### src/rtl/nbt_pkg.sv
package nbt_pkg;
    localparam int DEF_ADDR_W = 6;
    localparam int DEF_NBYTES = 2;
    localparam int DEF_BYTE_W = 9;
    localparam int BURST_W    = 2;
endpackage

### src/rtl/nbt_burst_addr.sv
module nbt_burst_addr #(
    parameter int ADDR_W = 6,
    parameter int CNT_W  = 2
) (
    input  logic [ADDR_W-1:0] base,
    input  logic [CNT_W-1:0]  step,
    input  logic              ilv,
    output logic [ADDR_W-1:0] addr_o
);
    logic [CNT_W-1:0] lo;
    logic [CNT_W-1:0] lo_lin;
    logic [CNT_W-1:0] lo_ilv;

    assign lo     = base[CNT_W-1:0];
    assign lo_lin = lo + step;
    assign lo_ilv = lo ^ step;
    assign addr_o = {base[ADDR_W-1:CNT_W], (ilv ? lo_ilv : lo_lin)};
endmodule

### src/rtl/nbt_parity_chk.sv
module nbt_parity_chk #(
    parameter int NBYTES = 2,
    parameter int BYTE_W = 9
) (
    input  logic [NBYTES*BYTE_W-1:0] data,
    input  logic [NBYTES-1:0]        be,
    input  logic                     odd,
    output logic [NBYTES-1:0]        bad
);
    for (genvar gb = 0; gb < NBYTES; gb++) begin : g_byte
        assign bad[gb] = be[gb] & ((^data[gb*BYTE_W +: BYTE_W]) != odd);
    end
endmodule

### src/rtl/nbt_array.sv
module nbt_array #(
    parameter int ADDR_W = 6,
    parameter int NBYTES = 2,
    parameter int BYTE_W = 9
) (
    input  logic                     clk,
    input  logic [NBYTES-1:0]        wr_be,
    input  logic [ADDR_W-1:0]        wr_addr,
    input  logic [NBYTES*BYTE_W-1:0] wr_data,
    input  logic [ADDR_W-1:0]        rd_addr,
    output logic [NBYTES*BYTE_W-1:0] rd_word
);
    localparam int DEPTH  = 1 << ADDR_W;
    localparam int DATA_W = NBYTES * BYTE_W;

    logic [DATA_W-1:0] mem [DEPTH];

    always_ff @(posedge clk) begin
        for (int i = 0; i < NBYTES; i++) begin
            if (wr_be[i]) begin
                mem[wr_addr][i*BYTE_W +: BYTE_W] <= wr_data[i*BYTE_W +: BYTE_W];
            end
        end
    end

    assign rd_word = mem[rd_addr];
endmodule

### src/rtl/nbt_sram.sv
module nbt_sram
    import nbt_pkg::*;
#(
    parameter int ADDR_W = DEF_ADDR_W,
    parameter int NBYTES = DEF_NBYTES,
    parameter int BYTE_W = DEF_BYTE_W
) (
    input  logic                     clk,
    input  logic                     rst_n,
    input  logic                     pipe_mode,
    input  logic                     burst_ilv,
    input  logic                     odd_par,
    input  logic                     ce1,
    input  logic                     ce2,
    input  logic                     ce_n,
    input  logic                     adv,
    input  logic                     we,
    input  logic [NBYTES-1:0]        byte_we,
    input  logic [ADDR_W-1:0]        addr,
    input  logic [NBYTES*BYTE_W-1:0] wdata,
    input  logic                     oe_n,
    output logic [NBYTES*BYTE_W-1:0] rd_data,
    output logic                     rd_en,
    output logic                     par_err
);
    localparam int DATA_W = NBYTES * BYTE_W;
    localparam int CNT_W  = BURST_W;

    typedef struct packed {
        logic              vld;
        logic              wr;
        logic [ADDR_W-1:0] addr;
        logic [NBYTES-1:0] be;
    } op_t;

    typedef struct packed {
        op_t               s1;     // op sampled on the last edge
        op_t               s2;     // op sampled two edges ago
        logic              bact;
        logic              bwr;
        logic [ADDR_W-1:0] base;
        logic [CNT_W-1:0]  cnt;
        logic [DATA_W-1:0] rdat;
        logic              rvld;
        logic              perr;
    } state_t;

    state_t state_d, state_q;

    op_t               issue;
    op_t               commit;
    logic              sel;
    logic              fwd_hit;
    logic [CNT_W-1:0]  cnt_next;
    logic [ADDR_W-1:0] adv_addr;
    logic [NBYTES-1:0] mem_be;
    logic [NBYTES-1:0] par_bad;
    logic [DATA_W-1:0] arr_rdata;
    logic [DATA_W-1:0] merged;
    logic              flow_drive;

    // observation points for the bound checker
    logic              s1_vld;
    logic              s1_wr;
    logic              commit_wr;
    logic              burst_act;
    logic [CNT_W-1:0]  burst_cnt;
    logic              pipe_rvld;

    assign cnt_next  = state_q.cnt + CNT_W'(1);
    assign commit    = pipe_mode ? state_q.s2 : state_q.s1;
    assign commit_wr = commit.vld & commit.wr;
    assign mem_be    = commit_wr ? commit.be : '0;

    nbt_burst_addr #(
        .ADDR_W (ADDR_W),
        .CNT_W  (CNT_W)
    ) u_baddr (
        .base   (state_q.base),
        .step   (cnt_next),
        .ilv    (burst_ilv),
        .addr_o (adv_addr)
    );

    nbt_parity_chk #(
        .NBYTES (NBYTES),
        .BYTE_W (BYTE_W)
    ) u_par (
        .data (wdata),
        .be   (commit.be),
        .odd  (odd_par),
        .bad  (par_bad)
    );

    nbt_array #(
        .ADDR_W (ADDR_W),
        .NBYTES (NBYTES),
        .BYTE_W (BYTE_W)
    ) u_arr (
        .clk     (clk),
        .wr_be   (mem_be),
        .wr_addr (commit.addr),
        .wr_data (wdata),
        .rd_addr (state_q.s1.addr),
        .rd_word (arr_rdata)
    );

    always_comb begin
        state_d = state_q;
        sel     = ce1 & ce2 & ~ce_n;
        issue   = '0;

        // operation issue and burst tracking
        if (adv) begin
            if (state_q.bact) begin
                state_d.cnt = cnt_next;
                issue.vld   = 1'b1;
                issue.wr    = state_q.bwr;
                issue.addr  = adv_addr;
                issue.be    = byte_we;
            end
        end else if (sel) begin
            state_d.bact = 1'b1;
            state_d.bwr  = we;
            state_d.base = addr;
            state_d.cnt  = '0;
            issue.vld    = 1'b1;
            issue.wr     = we;
            issue.addr   = addr;
            issue.be     = byte_we;
        end else begin
            state_d.bact = 1'b0;
        end

        // late-write queue shift
        state_d.s1 = issue;
        state_d.s2 = state_q.s1;

        // pipelined read register with same-edge write forwarding
        fwd_hit = pipe_mode & state_q.s2.vld & state_q.s2.wr &
                  (state_q.s2.addr == state_q.s1.addr);
        for (int i = 0; i < NBYTES; i++) begin
            merged[i*BYTE_W +: BYTE_W] = (fwd_hit & state_q.s2.be[i]) ?
                                         wdata[i*BYTE_W +: BYTE_W] :
                                         arr_rdata[i*BYTE_W +: BYTE_W];
        end
        state_d.rdat = merged;
        state_d.rvld = pipe_mode & state_q.s1.vld & ~state_q.s1.wr;

        // write parity flag
        state_d.perr = commit_wr & (|par_bad);
    end

    always_ff @(posedge clk) begin
        if (!rst_n) begin
            state_q <= '0;
        end else begin
            state_q <= state_d;
        end
    end

    assign flow_drive = ~pipe_mode & state_q.s1.vld & ~state_q.s1.wr;
    assign rd_en      = ~oe_n & (pipe_mode ? state_q.rvld : flow_drive);
    assign rd_data    = rd_en ? (pipe_mode ? state_q.rdat : arr_rdata) : '0;
    assign par_err    = state_q.perr;

    assign s1_vld    = state_q.s1.vld;
    assign s1_wr     = state_q.s1.wr;
    assign burst_act = state_q.bact;
    assign burst_cnt = state_q.cnt;
    assign pipe_rvld = state_q.rvld;
endmodule

### config.mk
export PLATFORM = sky130hd
export DESIGN_NAME = nbt_sram
export DESIGN_NICKNAME = d
export VERILOG_FILES = /design/src/rtl/nbt_pkg.sv /design/src/rtl/nbt_burst_addr.sv /design/src/rtl/nbt_parity_chk.sv /design/src/rtl/nbt_array.sv /design/src/rtl/nbt_sram.sv
export SDC_FILE = /design/constraint.sdc
export NUM_CORES = 1
export LEC_CHECK = 0
export BUFFER_PORTS_ARGS = -buffer_cell sky130_fd_sc_hd__buf_2
export CORE_MARGIN = 2
export CORE_UTILIZATION = 30
export CTS_BUF_LIST = sky130_fd_sc_hd__clkbuf_4 sky130_fd_sc_hd__clkbuf_8 sky130_fd_sc_hd__clkbuf_16
export DETAILED_ROUTE_END_ITERATION = 6
export GPL_TIMING_DRIVEN = 0
export PLACE_DENSITY = 0.54
export SYNTH_ARGS = -nofsm -noshare
export SYNTH_HDL_FRONTEND = slang
export SYNTH_HIERARCHICAL = 1
export SYNTH_SLANG_ARGS = --single-unit
export TNS_END_PERCENT = 5
### constraint.sdc
create_clock -name clk -period 4.76 [get_ports clk]
set_clock_uncertainty 0.05 [all_clocks]
set_input_delay 0.476 -clock clk [delete_from_list [all_inputs] [get_ports clk]]
set_output_delay 0.476 -clock clk [all_outputs]
set_load 0.01 [all_outputs]
==> results.py <==
metrics = {
    "run_status": {
        "status": "finished with violations",
        "violations": "max-capacitance violations, max-slew violations, negative setup slack",
    },
    "pwr": {
        "powerDensity_nw_per_um2": 401,
        "peakVddDrop_mv": 0.273,
        "leakagePower_nw": 16.4,
    },
    "critical_path": {
        "cp_max_fo": 10,
        "critPathMaxStageDelay_ps": 410,
        "cp_data_required_time_ps": 4230,
        "crit_chain": "buf_2 -> buf_4 -> nand3b_1 -> clkbuf_4 -> o22ai_1 -> nor2_1 -> nand3_1 -> o41ai_2 -> mux2i_1 -> nor2_1 -> buf_2",
        "crit_slowest_cell": "buf_4",
        "critPathTopFamily": "buffers and inverters",
        "cp-start-kind": "flop",
        "path_buf_inv": 4,
        "r2r_slack_ps": 770,
        "path_depth": 11,
        "arrival_ps": 4240,
        "worstRegToRegCells": 6,
        "path_class": "flop to output pin",
        "endpoint_kind": "output pin",
    },
    "yosys": {
        "synth_cell_types": 49,
        "ys_async_sr_fraction": 0,
        "synth_seq_cells": 1202,
        "mappedNetlistArea_um2": 46900,
        "syn-mean-instance-area_um2": 20.6,
        "ys.flop_type": "edfxtp_1",
        "syn_nets": 2311,
        "synth_edf_count": 1152,
        "ys_warn_count": 6,
        "synth_cells": 2273,
        "seq_area_frac_synth": 0.759,
    },
    "route": {
        "wl_per_cell_um": 29.4,
        "wirelength_um": 136000,
        "via_per_inst": 5.24,
        "drc": 0,
        "dr.first_iter.drc_count": 2907,
        "ant_nets": 0,
        "dr.pass1.iters": 5,
        "vias": 24183,
    },
    "placement": {
        "placed_cell_area_um2": 49800,
        "dpl.hpwl_um": 88900,
        "io_buffers": 55,
        "place_congestion": 0.871,
    },
    "clock_tree": {
        "worstSkewPairLatency_ps": 730,
        "cts_tree": "done",
        "htreeDepth": 3,
        "cts_buffers": 119,
        "clockBufferDepth": 3,
        "cts_setup_buffers": 0,
        "clk_pin_slew_worst_paths_ps": 60,
        "cts-root-buf": "clkbuf_16",
        "cts_sinks": 1202,
    },
    "cells_and_area": {
        "nNetsFinal": 2499,
        "final_util": 0.348,
        "regArea_um2": 35600,
        "diodes": 0,
        "areaGrowthSynthToFinish_pct": 15.7,
        "final_area_um2": 54300,
        "drive_gt1_frac": 0.254,
        "fillers": 14238,
        "multi_input_area_um2": 10700,
    },
    "timing": {
        "setup_viol": 2,
        "slew_headroom": -0.138,
        "drv_slew": 22,
        "hold_viol_final": 0,
        "grt_setup_unrepaired": "yes",
        "tightest_slew_ps": 1710,
        "max_freq_ghz": 0.210,
        "fin_crit_sh": 1.00,
        "fin_crit_ps": 4770,
        "fin_ws_ps": -10.9,
    },
    "die": {
        "start_util": 0.301,
        "fp.dieArea_um2": 160000,
        "ioPinCount": 57,
        "fp.dieW_um": 399,
        "core_um2": 156000,
        "die-height_um": 399,
        "std_cell_rows": 145,
    },
    "grt": {
        "overflow": 0,
        "antenna_found_initial": 6,
        "grt_pass1_wl_um": 186000,
        "grt_usage": 0.167,
        "grt_pass1_vias": 24325,
        "grt_max_degree": 67,
    },
    "worst_hold_path": {
        "hold_class": "input pin to flop",
        "min_path_cells": 4,
    },
    "flow_run": {
        "cap_violations": 2,
    },
}
-- area by class of cell --
cell class / instances / area share
Buffer: 133 / 0.0168
Clock buffer: 146 / 0.0599
Clock inverter: 73 / 0.0142
Inverter: 3 / 0.000208
Multi-Input combinational cell: 934 / 0.197
Sequential cell: 1202 / 0.656
Tap cell: 2058 / 0.0475
Timing Repair Buffer: 68 / 0.00848
-- repair_timing --
item | in CTS | in global routing
endpoints found under the hold margin | 12 | 0
hold buffers | 10 | 0
gates resized for setup | 56 | 19
endpoints found under the setup margin | 18 | 18
-- flip-flops by register name, summed over array words and instances (netlist names) --
signal / count
s1_vld: 1
state_q: 35
s1_wr: 1
par_err: 1
burst_cnt: 2
u_arr/mem: 1152
burst_act: 1
state_d: 8
pipe_rvld: 1
-- per-stage QoR --
stage               setup TNS (ps)  std cells  setup slack, ps  hold slack [ps]  power [W]
floorplan                        0       2273             1690              380     0.0120
global placement              -102       4386            -54.0              406     0.0123
detailed placement           -77.8       4386            -44.3              408     0.0123
CTS                           -138       4614            -81.1             72.8     0.0220
global route                  -301       4617            -65.5              132     0.0224
finish                       -19.4       4617            -10.9              133     0.0218
-- layout by cell type, fill, tap and decap left out, types with 33 or more instances in the layout --
cell,count
edfxtp_1,1152
buf_4,38
dfxtp_1,49
nand2_1,89
clkbuf_1,35
clkinv_1,35
nor2_1,177
clkbuf_16,123
mux2i_1,77
buf_2,62
nand3_1,33
o22ai_1,62
mux4_2,268
-- cells by family after synthesis --
group | Yosys count | synth area share
DFF | 1202 | 0.759
and+or+nand+nor | 385 | 0.0373
muxes | 368 | 0.156
AOI/OAI and AO/OA | 155 | 0.0244
buffers and inverters | 137 | 0.0182
xor gates and xnor gates | 25 | 0.00525
adders and majority gates | 1 | 0.000267
-- synth_stat cells (3+ instances only) --
cell type          n  area, um^2
mux4_1            17         447
o22ai_1           62         388
and3_1             3        18.8
edfxtp_1        1152       34600
mux2i_1           77         771
nor2b_1           21         131
o41ai_1           14         123
a211oi_1           7        52.6
nand3_1           34         170
mux4_2           268        6040
mux2_2             6        67.6
clkbuf_1          54         203
nand3b_1           9        67.6
nor2_1           177         664
xor2_1             8        70.1
nand2b_1           5        31.3
o22a_1             8        70.1
and2_1            15        93.8
a22oi_1           13        97.6
a2bb2oi_1          7        61.3
nand4_1           14        87.6
buf_6             24         270
o221ai_1          15         131
buf_4             15         113
or3b_2             6        52.6
o21ai_0            3        15.0
inv_1              3        11.3
a22o_1             7        61.3
buf_8              3        45.0
and4_1             3        26.3
dfxtp_1           50        1000
dlymetal6s2s_1     3        37.5
a21boi_0          15         113
nand2_1           90         338
xnor2_1           15         131
buf_2             32         160
-- power by group --
part           switching [W]  total [W]  leakage [nW]  internal [W]
logic               0.000371   0.000530          3.62      0.000159
clock network        0.00390    0.00964          2.00       0.00573
registers         0.00000505     0.0116          10.8        0.0116
-- layer usage --
metal,part of all wire,vias to the layer above,GRT usage
met5,0.00020,-,0
met4,0.031,6,0.0501
met3,0.081,219,0.0364
met2,0.48,1115,0.275
met1,0.40,13081,0.221
li1,-,9762,-
-- final timing paths --
kind,from,end
worst max register to register,state_d[32],u_arr/mem[36][6]
worst min register to register,state_q[24],state_q[24]
worst max-delay path,state_d[33],rd_data[7]
worst min-delay path,adv,burst_cnt[0]
-- worst min-delay path, cell delays in order --
cell	delay (ps)
buf_2	100
nand2_1	90
nand3_1	90
a21boi_0	80
Note: power is estimated with default switching activity, not from simulation.
